<file path="src/rtl/irq_stat_pkg.sv">
package irq_stat_pkg;
    localparam int          STAT_W       = 32;
    localparam int          PASS_IDX     = 23;
    localparam logic [31:0] MASK_RESET   = 32'hFF7F_FFFF;
    localparam logic [31:0] FATAL_SET    = 32'hFC7C_0000;
    localparam logic [31:0] NONFATAL_SET = 32'h0002_FEFC;

    typedef enum logic {
        SEL_STATUS = 1'b0,
        SEL_MASK   = 1'b1
    } reg_sel_e;
endpackage

</file>
<file path="src/rtl/irq_stat_bank.sv">
// Sticky event store with clear-on-read; the pass-through position is never stored.
module irq_stat_bank #(
    parameter int W        = 32,
    parameter int PASS_BIT = 23
) (
    input  logic         clk,
    input  logic         rst_n,
    input  logic [W-1:0] evt_i,
    input  logic         clr_i,
    output logic [W-1:0] stat_o
);
    localparam logic [W-1:0] PASS_M = W'(1) << PASS_BIT;

    typedef struct packed {
        logic [W-1:0] bits;
    } bank_t;

    bank_t st_d, st_q;

    always_comb begin
        st_d = st_q;
        if (clr_i) begin
            st_d.bits = '0;
        end
        // new events always win over the clear so none is lost
        st_d.bits = (st_d.bits | evt_i) & ~PASS_M;
    end

    always_ff @(posedge clk or negedge rst_n) begin
        if (!rst_n) begin
            st_q <= '0;
        end else begin
            st_q <= st_d;
        end
    end

    assign stat_o = st_q.bits;
endmodule

</file>
<file path="src/rtl/irq_mask_reg.sv">
// Mask word, one bit per status bit; 1 blocks the event.
module irq_mask_reg #(
    parameter int           W        = 32,
    parameter logic [W-1:0] RST_VAL  = '1
) (
    input  logic         clk,
    input  logic         rst_n,
    input  logic         ld_i,
    input  logic [W-1:0] val_i,
    output logic [W-1:0] mask_o
);
    typedef struct packed {
        logic [W-1:0] bits;
    } mask_t;

    mask_t mk_d, mk_q;

    always_comb begin
        mk_d = mk_q;
        if (ld_i) begin
            mk_d.bits = val_i;
        end
    end

    always_ff @(posedge clk or negedge rst_n) begin
        if (!rst_n) begin
            mk_q.bits <= RST_VAL;
        end else begin
            mk_q <= mk_d;
        end
    end

    assign mask_o = mk_q.bits;
endmodule

</file>
<file path="src/rtl/irq_combine.sv">
// Per-bit gating, registered interrupt and group summary flags.
module irq_combine #(
    parameter int           W         = 32,
    parameter int           PASS_BIT  = 23,
    parameter logic [W-1:0] FATAL_M   = '0,
    parameter logic [W-1:0] NONFATAL_M = '0
) (
    input  logic         clk,
    input  logic         rst_n,
    input  logic [W-1:0] stat_i,
    input  logic [W-1:0] mask_i,
    input  logic         sub_lvl_i,
    output logic         irq_o,
    output logic         fatal_o,
    output logic         nonfatal_o
);
    typedef struct packed {
        logic irq;
    } comb_t;

    comb_t        cb_d, cb_q;
    logic [W-1:0] live;

    for (genvar i = 0; i < W; i++) begin : g_live
        if (i == PASS_BIT) begin : g_pass
            // the mask position of the pass-through bit is ignored
            assign live[i] = sub_lvl_i;
        end else begin : g_gate
            assign live[i] = stat_i[i] & ~mask_i[i];
        end
    end

    always_comb begin
        cb_d     = cb_q;
        cb_d.irq = |live;
    end

    always_ff @(posedge clk or negedge rst_n) begin
        if (!rst_n) begin
            cb_q <= '0;
        end else begin
            cb_q <= cb_d;
        end
    end

    assign irq_o      = cb_q.irq;
    assign fatal_o    = |(stat_i & FATAL_M);
    assign nonfatal_o = |(stat_i & NONFATAL_M);
endmodule

</file>
<file path="src/rtl/irq_stat_unit.sv">
module irq_stat_unit
    import irq_stat_pkg::*;
#(
    parameter int           W          = STAT_W,
    parameter int           PASS_BIT   = PASS_IDX,
    parameter logic [W-1:0] MASK_RST   = MASK_RESET,
    parameter logic [W-1:0] FATAL_GRP  = FATAL_SET,
    parameter logic [W-1:0] NONFAT_GRP = NONFATAL_SET
) (
    input  logic         clk,
    input  logic         rst_n,
    input  logic [W-1:0] evt_i,
    input  logic         sub_lvl_i,
    input  logic         reg_rd_i,
    input  logic         reg_wr_i,
    input  logic         reg_sel_i,
    input  logic [W-1:0] reg_wdata_i,
    output logic [W-1:0] reg_rdata_o,
    output logic         irq_o,
    output logic         fatal_o,
    output logic         nonfatal_o
);
    logic [W-1:0] stat_q;
    logic [W-1:0] mask_q;
    logic [W-1:0] stat_view;
    logic         stat_rd;
    logic         mask_wr;

    assign stat_rd = reg_rd_i && (reg_sel_e'(reg_sel_i) == SEL_STATUS);
    assign mask_wr = reg_wr_i && (reg_sel_e'(reg_sel_i) == SEL_MASK);

    irq_stat_bank #(.W(W), .PASS_BIT(PASS_BIT)) u_bank (
        .clk    (clk),
        .rst_n  (rst_n),
        .evt_i  (evt_i),
        .clr_i  (stat_rd),
        .stat_o (stat_q)
    );

    irq_mask_reg #(.W(W), .RST_VAL(MASK_RST)) u_mask (
        .clk    (clk),
        .rst_n  (rst_n),
        .ld_i   (mask_wr),
        .val_i  (reg_wdata_i),
        .mask_o (mask_q)
    );

    irq_combine #(
        .W(W), .PASS_BIT(PASS_BIT), .FATAL_M(FATAL_GRP), .NONFATAL_M(NONFAT_GRP)
    ) u_comb (
        .clk        (clk),
        .rst_n      (rst_n),
        .stat_i     (stat_q),
        .mask_i     (mask_q),
        .sub_lvl_i  (sub_lvl_i),
        .irq_o      (irq_o),
        .fatal_o    (fatal_o),
        .nonfatal_o (nonfatal_o)
    );

    always_comb begin
        stat_view           = stat_q;
        stat_view[PASS_BIT] = sub_lvl_i;
    end

    assign reg_rdata_o = (reg_sel_e'(reg_sel_i) == SEL_MASK) ? mask_q : stat_view;
endmodule

</file>
<file path="config.mk">
export PLATFORM = sky130hd
export DESIGN_NAME = irq_stat_unit
export DESIGN_NICKNAME = d
export VERILOG_FILES = /design/src/rtl/irq_stat_pkg.sv /design/src/rtl/irq_stat_bank.sv /design/src/rtl/irq_mask_reg.sv /design/src/rtl/irq_combine.sv /design/src/rtl/irq_stat_unit.sv
export SDC_FILE = /design/constraint.sdc
export NUM_CORES = 1
export LEC_CHECK = 0
export BUFFER_PORTS_ARGS = -buffer_cell sky130_fd_sc_hd__buf_2
export CAP_MARGIN = 20
export CORE_MARGIN = 2
export CORE_UTILIZATION = 25
export DETAILED_ROUTE_END_ITERATION = 10
export PLACE_DENSITY = 0.5
export SLEW_MARGIN = 20
export SYNTH_ARGS = -nofsm -noshare
export SYNTH_HDL_FRONTEND = slang
export SYNTH_SLANG_ARGS = --single-unit
export TNS_END_PERCENT = 100
</file>
<file path="constraint.sdc">
create_clock -name clk -period 2.3 [get_ports clk]
set_input_delay 0.46 -clock clk [delete_from_list [all_inputs] [get_ports clk]]
set_output_delay 0.46 -clock clk [all_outputs]
set_load 0.02 [all_outputs]
</file>
==> summary.json, run 1 <==
{
  "global_route.usage.met2": 0.208,
  "post_cts_setup_buffer_count": 0,
  "ctsHtreeMaxLevel": 3,
  "design.die.area_um2": 12600,
  "drive_gt1_frac": 0.471,
  "rsz0062_at_grt": "no",
  "detailedPlace.worstSlack_ns": 0.413,
  "post-route-worst-setup-slack_ns": 0.440,
  "cts.root.buffer_cell": "sky130_fd_sc_hd__clkbuf_16",
  "timing.setup.tns_ns": 0,
  "clkTransAtPathRegs_ns": 0.06,
  "synth_edf_count": 0,
  "portBuffers": 103,
  "maximum_number_of_pins_on_one_net_before_global_route_repair": 52,
  "place_inst": 486,
  "clock_tree.buffer_depth": 2,
  "netlist_top_cells_area": "sky130_fd_sc_hd__dfrtp_1 (28%), sky130_fd_sc_hd__dfstp_2 (28%), sky130_fd_sc_hd__mux2_1 (12%), sky130_fd_sc_hd__a21o_1 (8.0%), sky130_fd_sc_hd__mux2_2 (6.6%)",
  "grt.met1_usage": 0.179,
  "initial_utilization": 0.256,
  "critPathMaxStageDelay_ns": 0.42,
  "synth_sequential_area_ratio": 0.562,
  "cts-resized-gates": 0,
  "r2r_setup_slack_ns": 0.44,
  "power_frac_seq": 0.439,
  "finalWorstPathRequiredPeriod_ns": 1.86,
  "synth_top_flop_cell": "sky130_fd_sc_hd__dfrtp_1",
  "multiInputGateArea_um2": 1160,
  "synthesis.area_um2": 2920,
  "core.rowCount": 39,
  "timing_worst_setup_path_type": "reg2out",
  "grt_usage": 0.134,
  "drt-pass1-iter-count": 4,
  "area.growth.synth_to_final_pct": 33.3,
  "postSynthCellCount": 245,
  "cp_top_family": "simple AND/OR/NAND/NOR gates",
  "path_cells": "nor4_1, nand4_1, buf_2",
  "synth_commonest_cells": "sky130_fd_sc_hd__dfrtp_1 (33), sky130_fd_sc_hd__a21o_1 (31), sky130_fd_sc_hd__dfstp_2 (31), sky130_fd_sc_hd__mux2_1 (30), sky130_fd_sc_hd__inv_1 (19)",
  "place_hpwl_um": 5830,
  "ir_worst_vdd_v": 0.000286,
  "postSynthRegisterBits": 64,
  "synth-warning-count": 0,
  "relSlewSlack": 0.486,
  "setup_viol": 0,
  "cts_made_buffers": 9,
  "comb_power_frac": 0.167,
  "synth_fp_nets": 315,
  "worst_path_required_ns": 1.84,
  "clock_sink_count": 64,
  "routability_driven_placement_congestion_ratio": 0.741,
  "detailroute.via_count": 2217,
  "layout_filler_cell_count": 1195,
  "instances_no_fill": 502,
  "cell_internal_pwr_mw": 2.34,
  "synth_top_area_frac": 0.283,
  "antenna_found_initial": 0,
  "syn_avg_cell_area_um2": 11.9,
  "slowest_stage": "sky130_fd_sc_hd__dfrtp_1",
  "design.core.area_um2": 11400,
  "layout.core_utilization": 0.341,
  "pin_count": 105,
  "layout.nets": 424,
  "finalMaxSlewViolations": 0,
  "timing_hold_violations_final": 0,
  "crit_fanout": 4,
  "post_drt_via_cell_ratio": 4.42,
  "yosysTopAreaCell": "sky130_fd_sc_hd__dfrtp_1",
  "insertion_delay_ns": 0.33,
  "antenna_cells_inserted": 0,
  "sequential_cell_area_um2": 1640,
  "die_y_um": 112,
  "cellLeakagePower_nw": 1.80,
  "grt_first_pass_wirelength_um": 12800,
  "busiest_layer": "met2",
  "max_cap_viol_count": 0,
  "detail_route.wl_per_cell_um": 15.8,
  "synth-async-reset-ratio": 1.00,
  "route.detailed.drc": 0,
  "worst_setup_path_start_kind": "register",
  "switching_share": 0.264,
  "route.antenna.remaining_nets": 0,
  "worstSetupEndpointType": "output port",
  "critPathArrivalTime_ns": 1.40,
  "max_clock_freq_mhz": 538,
  "final_min_period_over_clock_period": 0.809,
  "status": "completed",
  "skew_ns": 0.00635,
  "drtIter0Drc": 76,
  "cts_hold_repair.buffers": 0,
  "power_per_cell_area_nw_per_um2": 817,
  "first_global_vias": 2362,
  "power.net_switching_mw": 0.841,
  "grt_use_met3": 0.0410,
  "die_width_um": 112,
  "gr-total-overflow": 0,
  "synthDistinctLibCells": 19,
  "min-delay-path-class": "in2async",
  "dominant_cell_by_count_in_the_synthesized_netlist": "sky130_fd_sc_hd__dfrtp_1",
  "worst-slew-pin-transition_ns": 0.752,
  "clock_tree_from_tritoncts": "done",
  "routed_wirelength_um": 7920,
  "path_buf_inv": 1,
  "clock_power_share": 0.395
}
## state kept, by name (all words and copies together) (netlist names)
name	count
u_comb.irq_o	1
u_mask.mask_o	32
u_bank.stat_o	31
## area by class of cell
class | instances | area share
inverter | 19 | 0.0183
tap | 143 | 0.0460
sequential | 64 | 0.421
timing repair buffer | 109 | 0.147
multi-input combinational | 151 | 0.297
clock buffer | 15 | 0.0688
clock inverter | 1 | 0.00129
## final timing paths
path	from	endpoint	depth (start not counted)
max	u_bank.stat_o[15]$_DFF_PN0_	nonfatal_o	3
min	rst_n	u_bank.stat_o[29]$_DFF_PN0_	1
max reg2reg	u_mask.mask_o[5]$_DFFE_PN1P_	u_comb.irq_o$_DFF_PN0_	4
min reg2reg	u_bank.stat_o[16]$_DFF_PN0_	u_bank.stat_o[16]$_DFF_PN0_	1
max in group asynchronous	rst_n	u_mask.mask_o[25]$_DFFE_PN1P_	2
min in group clk	evt_i[21]	u_bank.stat_o[21]$_DFF_PN0_	2
## power by group through the flow
stage	sequential [mW]	clock (mW)	combinational (mW)
2_1_floorplan	1.39	0	0.334
3_3_place_gp	1.41	0	0.539
3_5_place_dp	1.41	0	0.543
4_1_cts	1.40	1.29	0.546
5_1_grt	1.42	1.35	0.587
6_report	1.39	1.25	0.529
## per-stage QoR
stage / instance area [um^2] / hold WS, ns / total power [mW]
floorplan: 2920 / 0.164 / 1.72
global route: 3890 / 0.173 / 3.35
detailed placement: 3620 / 0.466 / 1.96
finish: 3890 / 0.127 / 3.18
CTS: 3890 / 0.155 / 3.23
global placement: 3620 / 0.462 / 1.95
## layer usage
layer	up-vias	wire, um	part of all wire
li1	1079	-	-
met1	1060	3730	0.47
met2	68	3640	0.46
met3	10	449	0.057
met4	0	100	0.013
met5	-	0	0
## kinds of logic (layout without fill, tap and decap cells)
kind of cell | Yosys count | in the layout | share of synthesized area
AOI/OAI and AO/OA | 60 | 60 | 0.139
muxes | 47 | 47 | 0.181
DFF | 64 | 64 | 0.562
buffers and inverters | 30 | 144 | 0.0424
and+or+nand+nor | 44 | 44 | 0.0758
## layout by cell type (no fill, tap or decap)
cell                          n
sky130_fd_sc_hd__nor4_1       5
sky130_fd_sc_hd__nor2_1       1
sky130_fd_sc_hd__dfrtp_1     33
sky130_fd_sc_hd__nand4_1      2
sky130_fd_sc_hd__nand2b_1    13
sky130_fd_sc_hd__o2111ai_1    4
sky130_fd_sc_hd__buf_12       1
sky130_fd_sc_hd__nand3_1      1
sky130_fd_sc_hd__a21o_1      31
sky130_fd_sc_hd__o21ai_0     17
sky130_fd_sc_hd__o22ai_1      7
sky130_fd_sc_hd__a2111oi_0    1
sky130_fd_sc_hd__nand2_1     18
sky130_fd_sc_hd__buf_2      103
sky130_fd_sc_hd__clkbuf_16    9
sky130_fd_sc_hd__inv_1       19
sky130_fd_sc_hd__clkbuf_1     4
sky130_fd_sc_hd__clkbuf_8     2
sky130_fd_sc_hd__mux2_1      30
sky130_fd_sc_hd__clkinv_2     1
sky130_fd_sc_hd__mux2_2      17
sky130_fd_sc_hd__nor3_1       4
sky130_fd_sc_hd__dfstp_2     31
sky130_fd_sc_hd__buf_4        5
No activity file was read; power rests on OpenSTA's default activity.
==> run 2, diff against run 1 <==
Clock period 2.3 ns to 1.8 ns, I/O delays scaled along.
==> summary.json, run 2 (synthesized netlist as in run 1, its figures left out) <==
{
  "status": "completed",
  "placed_cell_area": {"value": 3640, "unit": "um^2", "change": "+0.69%"},
  "detailedPlace.worstSlack": {"value": 0.135, "unit": "ns", "change": "-0.278 ns"},
  "worstSetupEndpointType": "output port",
  "skew": {"value": 0.00304, "unit": "ns", "change": "-0.00331 ns"},
  "worst_r2r_startpoint": "u_mask.mask_o[5]$_DFFE_PN1P_",
  "most-common-layout-cells": "sky130_fd_sc_hd__buf_2 (102), sky130_fd_sc_hd__dfrtp_1 (32), sky130_fd_sc_hd__a21o_1 (31), sky130_fd_sc_hd__dfstp_2 (31), sky130_fd_sc_hd__mux2_1 (30)",
  "clkTransAtPathRegs": {"value": 0.05, "unit": "ns", "change": "about the same"},
  "design.core.area": {"value": 11400, "unit": "um^2", "change": "unchanged"},
  "setup_viol": {"value": 0, "change": "unchanged"},
  "cts.root.buffer_cell": "sky130_fd_sc_hd__clkbuf_16",
  "detailroute.via_count": {"value": 2215, "change": "-0.090%"},
  "crit_fanout": {"value": 4, "change": "unchanged"},
  "timing_hold_violations_final": {"value": 0, "change": "unchanged"},
  "p_total": {"value": 4.25, "unit": "mW", "change": "+34%"},
  "worst-slew-pin-transition": {"value": 0.447, "unit": "ns", "change": "-0.305 ns"},
  "cts_made_buffers": {"value": 9, "change": "unchanged"},
  "drive_gt1_frac": {"value": 0.494, "change": "+0.0237"},
  "finalWorstPathRequiredPeriod_ns": 1.74,
  "grt_usage": {"value": 0.133, "change": "-0.000435"},
  "maximum_number_of_pins_on_one_net_before_global_route_repair": {"value": 65, "change": "+25%"},
  "cellLeakagePower": {"value": 1.83, "unit": "nW", "change": "+2.1%"},
  "finalInstanceArea": {"value": 4000, "unit": "um^2", "change": "+2.7%"},
  "max_reg_flops": {"value": 32, "change": "unchanged"},
  "final_min_period_over_clock_period": 0.965,
  "critPathArrivalTime": {"value": 1.38, "unit": "ns", "change": "-0.02 ns"},
  "antenna_cells_inserted": {"value": 0, "change": "unchanged"},
  "route.antenna.remaining_nets": {"value": 0, "change": "unchanged"},
  "initial_utilization": {"value": 0.256, "change": "unchanged"},
  "relSlewSlack": {"value": 0.694, "change": "+0.209"},
  "power_per_cell_area": {"value": 1060, "unit": "nW/um^2", "change": "+30%"},
  "worst_setup_path_startpoint": "u_bank.stat_o[5]$_DFF_PN0_",
  "pin_count": {"value": 105, "change": "unchanged"},
  "ctsHtreeMaxLevel": {"value": 3, "change": "unchanged"},
  "finalMaxSlewViolations": {"value": 0, "change": "unchanged"},
  "post-route-worst-setup-slack": {"value": 0.0631, "unit": "ns", "change": "-0.377 ns"},
  "first_global_vias": {"value": 2372, "change": "+0.42%"},
  "cts_hold_repair.buffers": {"value": 0, "change": "unchanged"},
  "multiInputGateArea": {"value": 1200, "unit": "um^2", "change": "+3.5%"},
  "insertion_delay": {"value": 0.33, "unit": "ns", "change": "about the same"},
  "rsz0062_at_grt": "yes",
  "core.rowCount": {"value": 39, "change": "unchanged"},
  "gr-total-overflow": {"value": 0, "change": "unchanged"},
  "clock_tree_from_tritoncts": "done",
  "ir_worst_vdd": {"value": 0.000505, "unit": "V", "change": "+77%"},
  "clock_tree.buffer_depth": {"value": 2, "change": "unchanged"},
  "critPathMaxStageDelay": {"value": 0.42, "unit": "ns", "change": "about the same"},
  "die_width": {"value": 112, "unit": "um", "change": "unchanged"},
  "clock_sink_count": {"value": 64, "change": "unchanged"},
  "post_drt_via_cell_ratio": {"value": 4.40, "change": "-0.29%"},
  "drtIter0Drc": {"value": 74, "change": "-2.6%"},
  "sequential_cell_area": {"value": 1640, "unit": "um^2", "change": "about the same"},
  "die_y": {"value": 112, "unit": "um", "change": "unchanged"},
  "design.die.area": {"value": 12600, "unit": "um^2", "change": "unchanged"},
  "antenna_found_initial": {"value": 0, "change": "unchanged"},
  "min-delay-path-class": "in2async",
  "routed_wirelength": {"value": 8030, "unit": "um", "change": "+1.4%"},
  "area.growth.synth_to_final_pct": 36.8,
  "layout_filler_cell_count": {"value": 1173, "change": "-1.8%"},
  "drt-pass1-iter-count": {"value": 4, "change": "unchanged"},
  "timing_worst_setup_path_type": "reg2out",
  "worst_setup_path_start_kind": "register",
  "route.detailed.drc": {"value": 0, "change": "unchanged"},
  "place_hpwl": {"value": 5800, "unit": "um", "change": "-0.36%"},
  "grt_first_pass_wirelength": {"value": 12600, "unit": "um", "change": "-1.5%"},
  "layout.nets": {"value": 425, "change": "+0.24%"},
  "path_cells": "nor4_2, nand4_1, buf_4",
  "max_clock_freq_mhz": 576,
  "detail_route.wl_per_cell": {"value": 16.0, "unit": "um", "change": "+1.2%"},
  "max_cap_viol_count": {"value": 0, "change": "unchanged"},
  "portBuffers": {"value": 103, "change": "unchanged"},
  "routability_driven_placement_congestion_ratio": {"value": 0.716, "change": "-3.4%"},
  "slowest_stage": "sky130_fd_sc_hd__dfrtp_1",
  "worst_path_required": {"value": 1.44, "unit": "ns", "change": "-0.40 ns"},
  "final_common_cell": "sky130_fd_sc_hd__buf_2"
}
[run 2: final cells by class]
class / instances / area share
clock inverters: 3 / 0.0100
clock buffers: 13 / 0.0651
repair buffers: 110 / 0.152
flip-flops and latches: 64 / 0.411
well taps: 143 / 0.0448
inverters: 19 / 0.0178
multi-input cells: 151 / 0.299
[run 2: critical path: cells and delay by family, from the launching register on]
family,cells,cell delay [ns]
buffers and inverters,1,0.18
DFF,1,0.42
and+or+nand+nor,2,0.44
[run 2: power by group]
part | total [mW] | internal [mW] | switching [mW]
combinational | 0.690 | 0.319 | 0.371
sequential | 1.79 | 1.67 | 0.123
clock | 1.77 | 1.14 | 0.623
total | 4.25 | 3.13 | 1.12
[run 2: layer usage]
metal  wire, um  vias to the layer above  GRT usage  part of all wire
li1           -                     1085          -                 -
met1       3670                     1044      0.172              0.46
met2       3660                       73      0.205              0.46
met3        526                       13     0.0443             0.066
met4        165                        0     0.0593             0.021
met5          0                        -          0                 0
[run 2: worst paths after layout]
path,to,slack [ns],cells after the start
min in group clk,u_bank.stat_o[7]$_DFF_PN0_,0.20,2
min reg2reg,u_bank.stat_o[8]$_DFF_PN0_,0.48,1
max,nonfatal_o,0.06,3
max reg2reg,u_comb.irq_o$_DFF_PN0_,0.24,4
max in group asynchronous,u_mask.mask_o[6]$_DFFE_PN1P_,1.41,2
min,u_bank.stat_o[27]$_DFF_PN0_,0.03,2
[run 2: metrics by stage]
| stage | hold WS (ns) | setup TNS (ns) | util | cells |
|---|---|---|---|---|
| after detailed placement | 0.405 | 0 | 0.319 | 486 |
| after global placement | 0.404 | 0 | 0.319 | 486 |
| after global routing | 0.0497 | -0.0427 | 0.350 | 503 |
| final | 0.0267 | 0 | 0.350 | 503 |
| after CTS | 0.0500 | 0 | 0.347 | 502 |
| after floorplan | 0.0644 | 0 | - | 245 |
[run 2: what timing repair did]
action,4_1_cts,5_1_grt
endpoints found under the setup margin,1,2
pin swaps,1,3
buffers inserted,0,1
endpoints found under the hold margin,0,0
resized for setup,3,5
==> run 3, diff against run 2 <==
Settings changed: GPL_TIMING_DRIVEN set to 0, PLACE_DENSITY 0.5 to 0.49, SYNTH_HIERARCHICAL set to 1.
==> summary.json, run 3 <==
{
  "status": "completed",
  "max_clock_freq": {"value": 569, "unit": "MHz", "change": "-1.1%"},
  "worst_hold_startpoint": "evt_i[27]",
  "ctsHtreeMaxLevel": {"value": 3, "change": "unchanged"},
  "routed_wirelength": {"value": 9160, "unit": "um", "change": "+14%"},
  "die_y": {"value": 119, "unit": "um", "change": "+6.3%"},
  "pin_count": {"value": 105, "change": "unchanged"},
  "syn_avg_cell_area": {"value": 14.5, "unit": "um^2", "change": "+21%"},
  "synth-warning-count": {"value": 6, "change": "+6"},
  "fin_hold_ws": {"value": 0.210, "unit": "ns", "change": "+0.183 ns"},
  "final_common_cell": "sky130_fd_sc_hd__buf_2",
  "maximum_number_of_pins_on_one_net_before_global_route_repair": {"value": 36, "change": "-45%"},
  "worst_setup_path_start_kind": "register",
  "rsz0062_at_grt": "yes",
  "drt-pass1-iter-count": {"value": 4, "change": "unchanged"},
  "worst_path_required": {"value": 1.44, "unit": "ns", "change": "about the same"},
  "finalWorstPathRequiredPeriod": {"value": 1.76, "unit": "ns", "change": "+0.0199 ns"},
  "postSynthCellCount": {"value": 229, "change": "-6.5%"},
  "drtIter0Drc": {"value": 67, "change": "-9.5%"},
  "layout_filler_cell_count": {"value": 1307, "change": "+11%"},
  "core.rowCount": {"value": 42, "change": "+7.7%"},
  "max_reg_flops": {"value": 32, "change": "unchanged"},
  "route.detailed.drc": {"value": 0, "change": "unchanged"},
  "clock_tree_from_tritoncts": "done",
  "grt_usage": {"value": 0.134, "change": "+0.000981"},
  "die_width": {"value": 119, "unit": "um", "change": "+6.3%"},
  "gr-total-overflow": {"value": 0, "change": "unchanged"},
  "critPathArrivalTime": {"value": 1.40, "unit": "ns", "change": "+0.02 ns"},
  "finalInstanceArea": {"value": 4470, "unit": "um^2", "change": "+12%"},
  "portBuffers": {"value": 102, "change": "-0.97%"},
  "relSlewSlack": {"value": 0.709, "change": "+0.0147"},
  "clkTransAtPathRegs": {"value": 0.05, "unit": "ns", "change": "about the same"},
  "hold-path-cell-count": 2,
  "ir_worst_vdd": {"value": 0.000408, "unit": "V", "change": "-19%"},
  "crit_fanout": {"value": 2, "change": "-2"},
  "worst-slew-pin-transition": {"value": 0.433, "unit": "ns", "change": "-0.0138 ns"},
  "timing_worst_setup_path_type": "reg2out",
  "post_drt_via_cell_ratio": {"value": 4.24, "change": "-3.8%"},
  "layout.core_utilization": {"value": 0.342, "change": "-0.00834"},
  "cts_made_buffers": {"value": 9, "change": "unchanged"},
  "route.antenna.remaining_nets": {"value": 0, "change": "unchanged"},
  "first_global_vias": {"value": 2393, "change": "+0.89%"},
  "instances_no_fill": {"value": 529, "change": "+5.2%"},
  "min-delay-path-class": "in2reg",
  "worst_r2r_startpoint": "u_mask/mask_o[13]$_DFFE_PN1P_",
  "grt_first_pass_wirelength": {"value": 13900, "unit": "um", "change": "+10%"},
  "setup_viol": {"value": 0, "change": "unchanged"},
  "clock_tree.buffer_depth": {"value": 2, "change": "unchanged"},
  "clock_sink_count": {"value": 64, "change": "unchanged"},
  "most-common-layout-cells": "sky130_fd_sc_hd__buf_2 (100), sky130_fd_sc_hd__mux2_4 (58), sky130_fd_sc_hd__dfstp_2 (31)",
  "insertion_delay": {"value": 0.32, "unit": "ns", "change": "about the same"},
  "cts.root.buffer_cell": "sky130_fd_sc_hd__clkbuf_16",
  "timing_hold_violations_final": {"value": 0, "change": "unchanged"},
  "drive_gt1_frac": {"value": 0.680, "change": "+0.185"},
  "detail_route.wl_per_cell": {"value": 17.3, "unit": "um", "change": "+8.5%"},
  "routability_driven_placement_congestion_ratio": {"value": 0.729, "change": "+1.8%"},
  "r2r_setup_slack": {"value": 0.34, "unit": "ns", "change": "+0.10 ns"},
  "critical_r2r_capture": "u_comb/irq_o$_DFF_PN0_",
  "layout.nets": {"value": 418, "change": "-1.6%"},
  "worstSetupEndpointType": "output port",
  "antenna_cells_inserted": {"value": 0, "change": "unchanged"},
  "power_per_cell_area": {"value": 1020, "unit": "nW/um^2", "change": "-4.1%"},
  "finalMaxSlewViolations": {"value": 0, "change": "unchanged"},
  "place_hpwl": {"value": 6830, "unit": "um", "change": "+18%"},
  "placed_cell_area": {"value": 4070, "unit": "um^2", "change": "+12%"},
  "worst_r2r_path_cells": {"value": 4, "change": "unchanged"},
  "place_inst": {"value": 508, "change": "+4.5%"},
  "cellLeakagePower": {"value": 2.14, "unit": "nW", "change": "+17%"},
  "final_min_period_over_clock_period": {"value": 0.976, "change": "+0.0111"},
  "max_cap_viol_count": {"value": 0, "change": "unchanged"},
  "synthesis.area": {"value": 3310, "unit": "um^2", "change": "+13%"},
  "area.growth.synth_to_final_pct": 34.9,
  "skew": {"value": 0.00331, "unit": "ns", "change": "+0.000271 ns"},
  "design.die.area": {"value": 14200, "unit": "um^2", "change": "+13%"},
  "detailroute.via_count": {"value": 2242, "change": "+1.2%"},
  "synth_fp_nets": {"value": 299, "change": "-5.1%"},
  "initial_utilization": {"value": 0.253, "change": "-0.00255"},
  "design.core.area": {"value": 13100, "unit": "um^2", "change": "+15%"},
  "antenna_found_initial": {"value": 0, "change": "unchanged"},
  "min_delay_worst_endpoint": "u_bank/stat_o[27]$_DFF_PN0_"
}
run 3: changes by cell type in the layout (fill, tap and decap cells not counted), sizes merged, moves of 8 or more:
cell | previous run | this run
buf | 110 | 118
mux2 | 47 | 64
o21ai | 17 | 0
nand2 | 18 | 0
run 3: per-layer routing:
metal,part of all wire,vias up,GRT usage
li1,-,1056,-
met1,0.48,1115,0.181
met2,0.47,63,0.210
met3,0.043,8,0.0354
met4,0.013,0,0.0446
met5,0,-,0
run 3: layout make-up:
| type | count | area [um^2] | area share |
|---|---|---|---|
| multi-input cells | 134 | 1460 | 0.327 |
| inverters | 20 | 75.1 | 0.0168 |
| clock buffers | 14 | 284 | 0.0635 |
| clock inverters | 2 | 35.0 | 0.00784 |
| flip-flops and latches | 64 | 1650 | 0.368 |
| well taps | 176 | 220 | 0.0493 |
| repair buffers | 108 | 576 | 0.129 |
| plain buffers | 11 | 171 | 0.0383 |
run 3: repair_timing:
item / 4_1_cts / 5_1_grt
hold endpoints to repair: 13 / 0
buffers inserted: 3 / 1
hold buffers: 1 / 0
gates resized for setup: 8 / 3
setup endpoints to repair: 1 / 1
pin swaps: 3 / 2
run 3: stage by stage:
stage	setup TNS, ns	worst slack, ns	power [mW]
6_report	0	0.0432	4.56
5_1_grt	-0.0310	-0.0310	4.77
4_1_cts	0	0.00190	4.62
3_5_place_dp	0	0.173	2.75
3_3_place_gp	0	0.0829	2.73
2_1_floorplan	0	0.349	2.42
run 3: power by group:
part	switching [mW]	total [mW]	internal [mW]	leakage, nW
registers	0.146	1.82	1.67	0.654
logic	0.404	0.915	0.510	1.33
clock network	0.605	1.83	1.22	0.159
total	1.15	4.56	3.41	2.14
run 3: worst max path at each step:
stage / startpoint / end / slack (ns) / depth (start not counted)
3_3_place_gp: rst_n / u_bank/stat_o[11]$_DFF_PN0_ / 0.08 / 1
6_report: u_bank/stat_o[15]$_DFF_PN0_ / nonfatal_o / 0.04 / 3
5_1_grt: u_bank/stat_o[5]$_DFF_PN0_ / nonfatal_o / -0.03 / 3
3_5_place_dp: u_bank/stat_o[12]$_DFF_PN0_ / nonfatal_o / 0.17 / 3
4_1_cts: u_bank/stat_o[3]$_DFF_PN0_ / nonfatal_o / 0.002 / 3
2_1_floorplan: reg_sel_i / u_mask/mask_o[23]$_DFFE_PN0P_ / 0.35 / 6
run 3: critical path, stage by stage (launching register included):
cell and delay, ns:
sky130_fd_sc_hd__dfrtp_2 0.42, sky130_fd_sc_hd__nor4_4 0.31, sky130_fd_sc_hd__nand4_1 0.16, sky130_fd_sc_hd__buf_4 0.19
